--- config.mk ---
export PLATFORM = sky130hd
export DESIGN_NAME = subrange_assembler
export DESIGN_NICKNAME = d
export VERILOG_FILES = /design/src/rtl/subrange_pkg.sv /design/src/rtl/sr_therm_enc.sv /design/src/rtl/sr_seq.sv /design/src/rtl/sr_result.sv /design/src/rtl/subrange_assembler.sv
export SDC_FILE = /design/constraint.sdc
export NUM_CORES = 1
export LEC_CHECK = 0
export ABC_AREA = 0
export ABC_CLOCK_PERIOD_IN_PS = 1400
export BUFFER_PORTS_ARGS = -buffer_cell sky130_fd_sc_hd__buf_2
export CELL_PAD_IN_SITES_DETAIL_PLACEMENT = 0
export CELL_PAD_IN_SITES_GLOBAL_PLACEMENT = 1
export CORE_MARGIN = 2
export CORE_UTILIZATION = 36
export CTS_CLUSTER_DIAMETER = 120
export CTS_CLUSTER_SIZE = 25
export DETAILED_ROUTE_END_ITERATION = 7
export PLACE_DENSITY_LB_ADDON = 0.08
export SYNTH_ARGS = -nofsm -noshare
export SYNTH_HDL_FRONTEND = slang
export SYNTH_HIERARCHICAL = 1
export SYNTH_SLANG_ARGS = --single-unit
--- constraint.sdc ---
create_clock -name clk_i -period 1.4 [get_ports clk_i]
set_input_delay 0.28 -clock clk_i [delete_from_list [all_inputs] [get_ports clk_i]]
set_output_delay 0.28 -clock clk_i [all_outputs]
set_load 0.02 [all_outputs]
--- src/rtl/subrange_pkg.sv ---
package subrange_pkg;
  typedef enum logic [1:0] {
    PH_IDLE   = 2'd0,
    PH_COARSE = 2'd1,
    PH_FINE   = 2'd2
  } phase_e;
endpackage

--- src/rtl/sr_therm_enc.sv ---
module sr_therm_enc #(
  parameter int NIB_W = 4,
  localparam int THERM_W = (1 << NIB_W) - 1
) (
  input  logic [THERM_W-1:0] therm_i,
  output logic [NIB_W-1:0]   code_o
);
  // ones count: bubble-tolerant, always a legal code
  logic [NIB_W:0] acc;
  always_comb begin
    acc = '0;
    for (int i = 0; i < THERM_W; i++) acc = acc + {{NIB_W{1'b0}}, therm_i[i]};
    code_o = acc[NIB_W-1:0];
  end
endmodule

--- src/rtl/sr_seq.sv ---
module sr_seq
  import subrange_pkg::*;
#(
  parameter int ADDR_W     = 3,
  parameter int SETTLE_CYC = 2,
  localparam int CNT_W = (SETTLE_CYC > 1) ? $clog2(SETTLE_CYC) : 1
) (
  input  logic              clk_i,
  input  logic              rst_ni,
  input  logic              start_i,
  input  logic [ADDR_W-1:0] addr_i,
  output logic [ADDR_W-1:0] chan_o,
  output logic              latch_msb_o,
  output logic              latch_lsb_o,
  output logic              busy_o,
  output logic              fine_o
);
  localparam logic [CNT_W-1:0] LAST = CNT_W'(SETTLE_CYC - 1);

  phase_e            ph_q;
  logic              start_q;
  logic [CNT_W-1:0]  cnt_q;
  logic [ADDR_W-1:0] chan_q;
  logic              start_rise;

  assign start_rise = start_i & ~start_q;

  always_ff @(posedge clk_i or negedge rst_ni) begin
    if (!rst_ni) start_q <= 1'b0;
    else         start_q <= start_i;
  end

  always_ff @(posedge clk_i or negedge rst_ni) begin
    if (!rst_ni) begin
      ph_q   <= PH_IDLE;
      cnt_q  <= '0;
      chan_q <= '0;
    end else begin
      unique case (ph_q)
        PH_IDLE: if (start_rise) begin
          ph_q   <= PH_COARSE;
          chan_q <= addr_i;
        end
        PH_COARSE: if (!start_i) begin
          ph_q  <= PH_FINE;
          cnt_q <= '0;
        end
        PH_FINE: begin
          if (cnt_q == LAST) ph_q <= PH_IDLE;
          else               cnt_q <= cnt_q + 1'b1;
        end
        default: ph_q <= PH_IDLE;
      endcase
    end
  end

  assign chan_o      = chan_q;
  assign latch_msb_o = (ph_q == PH_COARSE) && !start_i;
  assign latch_lsb_o = (ph_q == PH_FINE) && (cnt_q == LAST);
  assign busy_o      = (ph_q != PH_IDLE);
  assign fine_o      = (ph_q == PH_FINE);
endmodule

--- src/rtl/sr_result.sv ---
module sr_result #(
  parameter int NIB_W   = 4,
  parameter int ADDR_W  = 3,
  parameter int FS_CHAN = (1 << ADDR_W) - 1,
  localparam int RES_W  = 2 * NIB_W
) (
  input  logic              clk_i,
  input  logic              rst_ni,
  input  logic              latch_msb_i,
  input  logic              latch_lsb_i,
  input  logic [NIB_W-1:0]  code_i,
  input  logic [ADDR_W-1:0] chan_i,
  output logic [RES_W-1:0]  result_o,
  output logic [NIB_W-1:0]  dac_o,
  output logic              eoc_o
);
  logic [RES_W-1:0] res_q;
  logic [NIB_W-1:0] dac_q;
  logic             eoc_q;
  logic [NIB_W-1:0] nib;

  // tied channel reads the upper reference in both passes
  assign nib = (chan_i == ADDR_W'(FS_CHAN)) ? {NIB_W{1'b1}} : code_i;

  always_ff @(posedge clk_i or negedge rst_ni) begin
    if (!rst_ni) begin
      res_q <= '0;
      dac_q <= '0;
      eoc_q <= 1'b0;
    end else begin
      eoc_q <= latch_lsb_i;
      if (latch_msb_i) begin
        res_q <= {nib, {NIB_W{1'b0}}};
        dac_q <= nib;
      end else if (latch_lsb_i) begin
        res_q[NIB_W-1:0] <= nib;
      end
    end
  end

  assign result_o = res_q;
  assign dac_o    = dac_q;
  assign eoc_o    = eoc_q;
endmodule

--- src/rtl/subrange_assembler.sv ---
module subrange_assembler #(
  parameter int NIB_W      = 4,
  parameter int ADDR_W     = 3,
  parameter int SETTLE_CYC = 2,
  parameter int FS_CHAN    = (1 << ADDR_W) - 1,
  localparam int THERM_W   = (1 << NIB_W) - 1,
  localparam int RES_W     = 2 * NIB_W
) (
  input  logic               clk_i,
  input  logic               rst_ni,
  input  logic               start_i,
  input  logic [ADDR_W-1:0]  addr_i,
  input  logic [THERM_W-1:0] therm_i,
  output logic [ADDR_W-1:0]  mux_sel_o,
  output logic               fine_o,
  output logic [NIB_W-1:0]   dac_code_o,
  output logic [RES_W-1:0]   result_o,
  output logic               eoc_o,
  output logic               busy_o
);
  logic [NIB_W-1:0]  code;
  logic [ADDR_W-1:0] chan;
  logic              latch_msb, latch_lsb;

  sr_therm_enc #(.NIB_W(NIB_W)) u_enc (
    .therm_i (therm_i),
    .code_o  (code)
  );

  sr_seq #(.ADDR_W(ADDR_W), .SETTLE_CYC(SETTLE_CYC)) u_seq (
    .clk_i       (clk_i),
    .rst_ni      (rst_ni),
    .start_i     (start_i),
    .addr_i      (addr_i),
    .chan_o      (chan),
    .latch_msb_o (latch_msb),
    .latch_lsb_o (latch_lsb),
    .busy_o      (busy_o),
    .fine_o      (fine_o)
  );

  sr_result #(.NIB_W(NIB_W), .ADDR_W(ADDR_W), .FS_CHAN(FS_CHAN)) u_res (
    .clk_i       (clk_i),
    .rst_ni      (rst_ni),
    .latch_msb_i (latch_msb),
    .latch_lsb_i (latch_lsb),
    .code_i      (code),
    .chan_i      (chan),
    .result_o    (result_o),
    .dac_o       (dac_code_o),
    .eoc_o       (eoc_o)
  );

  assign mux_sel_o = chan;
endmodule

==> flow_metrics.env <==
export IMPL_global_route_usage_total=0.1264
export IMPL_fin_skew_ns=0.002644
export IMPL_combinationalPowerShare=0.601
export IMPL_viasPerCell=4.529
export IMPL_io_buffers=38
export IMPL_fillCellCount=272
export IMPL_p_seq_frac=0.288
export IMPL_utilization=0.5092
export IMPL_ctsRootBufferMaster="clkbuf_4"
export IMPL_layout_setup_ws_ns=-1.937
export IMPL_startpoint_type="primary input"
export IMPL_syn_area_um2=1018
export IMPL_final_setup_viol_count=13
export IMPL_cp_end_kind="flip-flop"
export IMPL_drt_total_wl_um=1858
export IMPL_relSlewSlack=0.7626
export IMPL_wl_per_cell_um=10.93
export IMPL_gp_congestion=0.7116
export IMPL_cts_num_sinks=16
export IMPL_maxSlewViolCount=0
export IMPL_first_pass_iters=4
export IMPL_diodes=0
export IMPL_drt_iter0_drc=24
export IMPL_initial_core_util=0.3758
export IMPL_crit_top_cell="fa_1"
export IMPL_rsz0062_at_grt="yes"
export IMPL_power_leakage_nw=0.7399
export IMPL_cts_tree="built"
export IMPL_fp_dieH_um=57.19
export IMPL_p_int_mw=1.519
export IMPL_tightest_slew_ns=0.3546
export IMPL_max_stage_delay_ns=0.54
export IMPL_avgSynthCellArea_um2=10.83
export IMPL_io_pins=39
export IMPL_dp_hpwl_um=1462
export IMPL_place_area_um2=1240
export IMPL_drcViolationCount=0
export IMPL_fin_hold_ws_ns=0.1587
export IMPL_power_frac_clock=0.111
export IMPL_grt_pass1_vias=750
export IMPL_antenna_found_initial=0
export IMPL_hold_path_class="in -> reg"
export IMPL_grt_pass1_wl_um=3167
export IMPL_swShare=0.4330
export IMPL_vias=770
export IMPL_power_switching_mw=1.160
export IMPL_max_cap_violations=0
export IMPL_dieArea_um2=3271
export IMPL_synth_nets=127
export IMPL_ys_warn_count=6
export IMPL_hold_viol_final=0
export IMPL_clkTransAtPathRegs_ns=0.09
export IMPL_ant_nets=0
export IMPL_postSynthCellCount=94
export IMPL_critical_path_slowest_cell="fa_1"
export IMPL_period_share=2.383
export IMPL_outcome="complete, but fails checks"
export IMPL_area_growth_pct=35.50
export IMPL_crit_type="in -> reg"
export IMPL_final_area_um2=1380
export IMPL_arrival_ns=3.52
export IMPL_max_freq_mhz=299.7
export IMPL_cts_buffers=3
export IMPL_cts_htree_levels=1
export IMPL_coreArea_um2=2710
export IMPL_violations="setup timing"
export IMPL_cp_cell_sequence="buf_6 -> fa_1 -> inv_2 -> fa_1 -> fa_1 -> fa_1 -> fa_2 -> fa_2 -> xnor2_2 -> inv_2 -> a311oi_2"
export IMPL_synth_seq_cells=16
export IMPL_grt_start_max_net_pins=17
export IMPL_die_w_um=57.19
export IMPL_yosysSeqAreaShare=0.3931
export IMPL_path_max_fanout=2
export IMPL_synth_cell_types=22
export IMPL_rows=19
export IMPL_min_period_ns=3.337
export IMPL_overflow=0
export IMPL_power_mw=2.679
export IMPL_clk_latency_ns=0.28
export IMPL_p_per_area_nw_per_um2=1941
export IMPL_clk_path_buf_depth=2
export IMPL_irDropWorstVdd_mv=1.189
export IMPL_crit_required_ns=1.59
export IMPL_final_net_count=173
export IMPL_drive_above_1_share=0.5036
==> synth_stat cells <==
cell type,count,area (um2)
ha_1,2,25.02
dfrtp_1,16,400.4
nor3b_1,2,15.01
mux2_2,3,33.78
nor2_1,9,33.78
nor4b_4,1,23.77
a311oi_1,4,35.03
fa_1,10,200.2
inv_1,25,93.84
or2_2,1,6.260
buf_4,5,37.54
nand3b_1,1,7.510
and2b_2,2,17.52
nand3_4,1,17.52
a31oi_1,4,25.02
xnor2_1,1,8.760
and2_1,1,6.260
buf_2,1,5.000
a21o_1,1,7.510
o21ai_0,1,5.000
a21oi_1,2,10.01
nand2_1,1,3.750
==> worst paths after layout <==
| kind | startpoint | endpoint | slack, ns | depth (start not counted) |
|---|---|---|---|---|
| setup / recovery | therm_i[5] | u_res/result_o[2] | -1.94 | 11 |
| hold / removal | start_i | u_seq/start_q | 0.16 | 1 |
| setup reg to reg | u_seq/ph_q[1] | u_seq/chan_o[1] | -0.06 | 4 |
| hold reg to reg | u_seq/ph_q[0] | u_seq/cnt_q | 0.52 | 1 |
| max in group asynchronous | rst_ni | u_res/result_o[3] | 0.72 | 2 |
| min in group asynchronous | rst_ni | u_res/dac_o[0] | 0.43 | 2 |
==> per-stage QoR <==
step	setup TNS (ns)	instances	worst slack, ns
floorplan	-14.97	94	-2.057
global placement	-16.37	161	-2.228
detailed placement	-16.84	161	-2.302
CTS	-14.32	168	-1.951
global route	-15.11	170	-2.060
finish	-14.11	170	-1.937
==> cell type report <==
cell class                      instances  area [um2]  share of cell area
Multi-Input combinational cell         47       520.5              0.3772
Sequential cell                        16       400.4              0.2901
Clock buffer                            4       36.28             0.02629
Inverter                               25       93.84             0.06800
Timing Repair Buffer                   47       290.3              0.2103
Tap cell                               31       38.79             0.02811
==> timing repair <==
item / in CTS / in global routing
pin swaps: 4 / 3
hold buffers: 1 / 0
endpoints found under the hold margin: 16 / 0
endpoints found under the setup margin: 12 / 13
setup buffers: 2 / 2
resized for setup: 14 / 8
==> power groups by stage <==
| stage | combinational (mW) | sequential, mW | clock, mW |
|---|---|---|---|
| floorplan | 0.836 | 0.966 | 0 |
| CTS | 1.49 | 0.776 | 0.308 |
| global route | 1.77 | 0.805 | 0.327 |
| global placement | 1.35 | 0.769 | 0 |
| detailed placement | 1.38 | 0.781 | 0 |
| finish | 1.61 | 0.773 | 0.297 |
==> placed cells by master, fill, tap and decap left out, types with 2 or more instances in the layout <==
cell	count
mux2_4	3
a21oi_1	2
inv_2	7
nor3b_1	2
a311oi_1	2
buf_2	35
and2b_2	2
buf_6	6
clkbuf_4	3
fa_2	2
dfrtp_1	16
fa_1	8
a31oi_1	4
buf_4	5
nor2_1	9
ha_1	2
inv_1	18
a311oi_2	2
==> critical path, delay by kind of cell <==
family,cells,cell delay [ns]
buffers and inverters,3,0.19
xor gates and xnor gates,1,0.14
AOI/OAI and AO/OA,1,0.20
adders and majority gates,6,2.71
==> routing by layer <==
layer  part of all wire  track usage
met2               0.55       0.2299
met5                  0            0
met1               0.39       0.1479
met3              0.050      0.02041
met4              0.011      0.04983
==> kinds of logic (layout without fill, tap and decap cells) <==
logic type	count (synthesis)	in the layout	share of synthesized area
AOI/OAI and AO/OA	12	12	0.08107
xor gates and xnor gates	1	1	0.008601
adders and majority gates	12	12	0.2211
buffers and inverters	31	76	0.1339
DFF	16	16	0.3931
muxes	3	3	0.03317
and+or+nand+nor	19	19	0.1290
==> state kept, by name (all words and copies together) (netlist names) <==
register / cells
u_seq/cnt_q: 1
u_res/result_o: 4
u_res/eoc_o: 1
u_seq/ph_q: 2
u_seq/start_q: 1
u_res/dac_o: 4
u_seq/chan_o: 3
No activity file was read; power rests on OpenSTA's default activity.
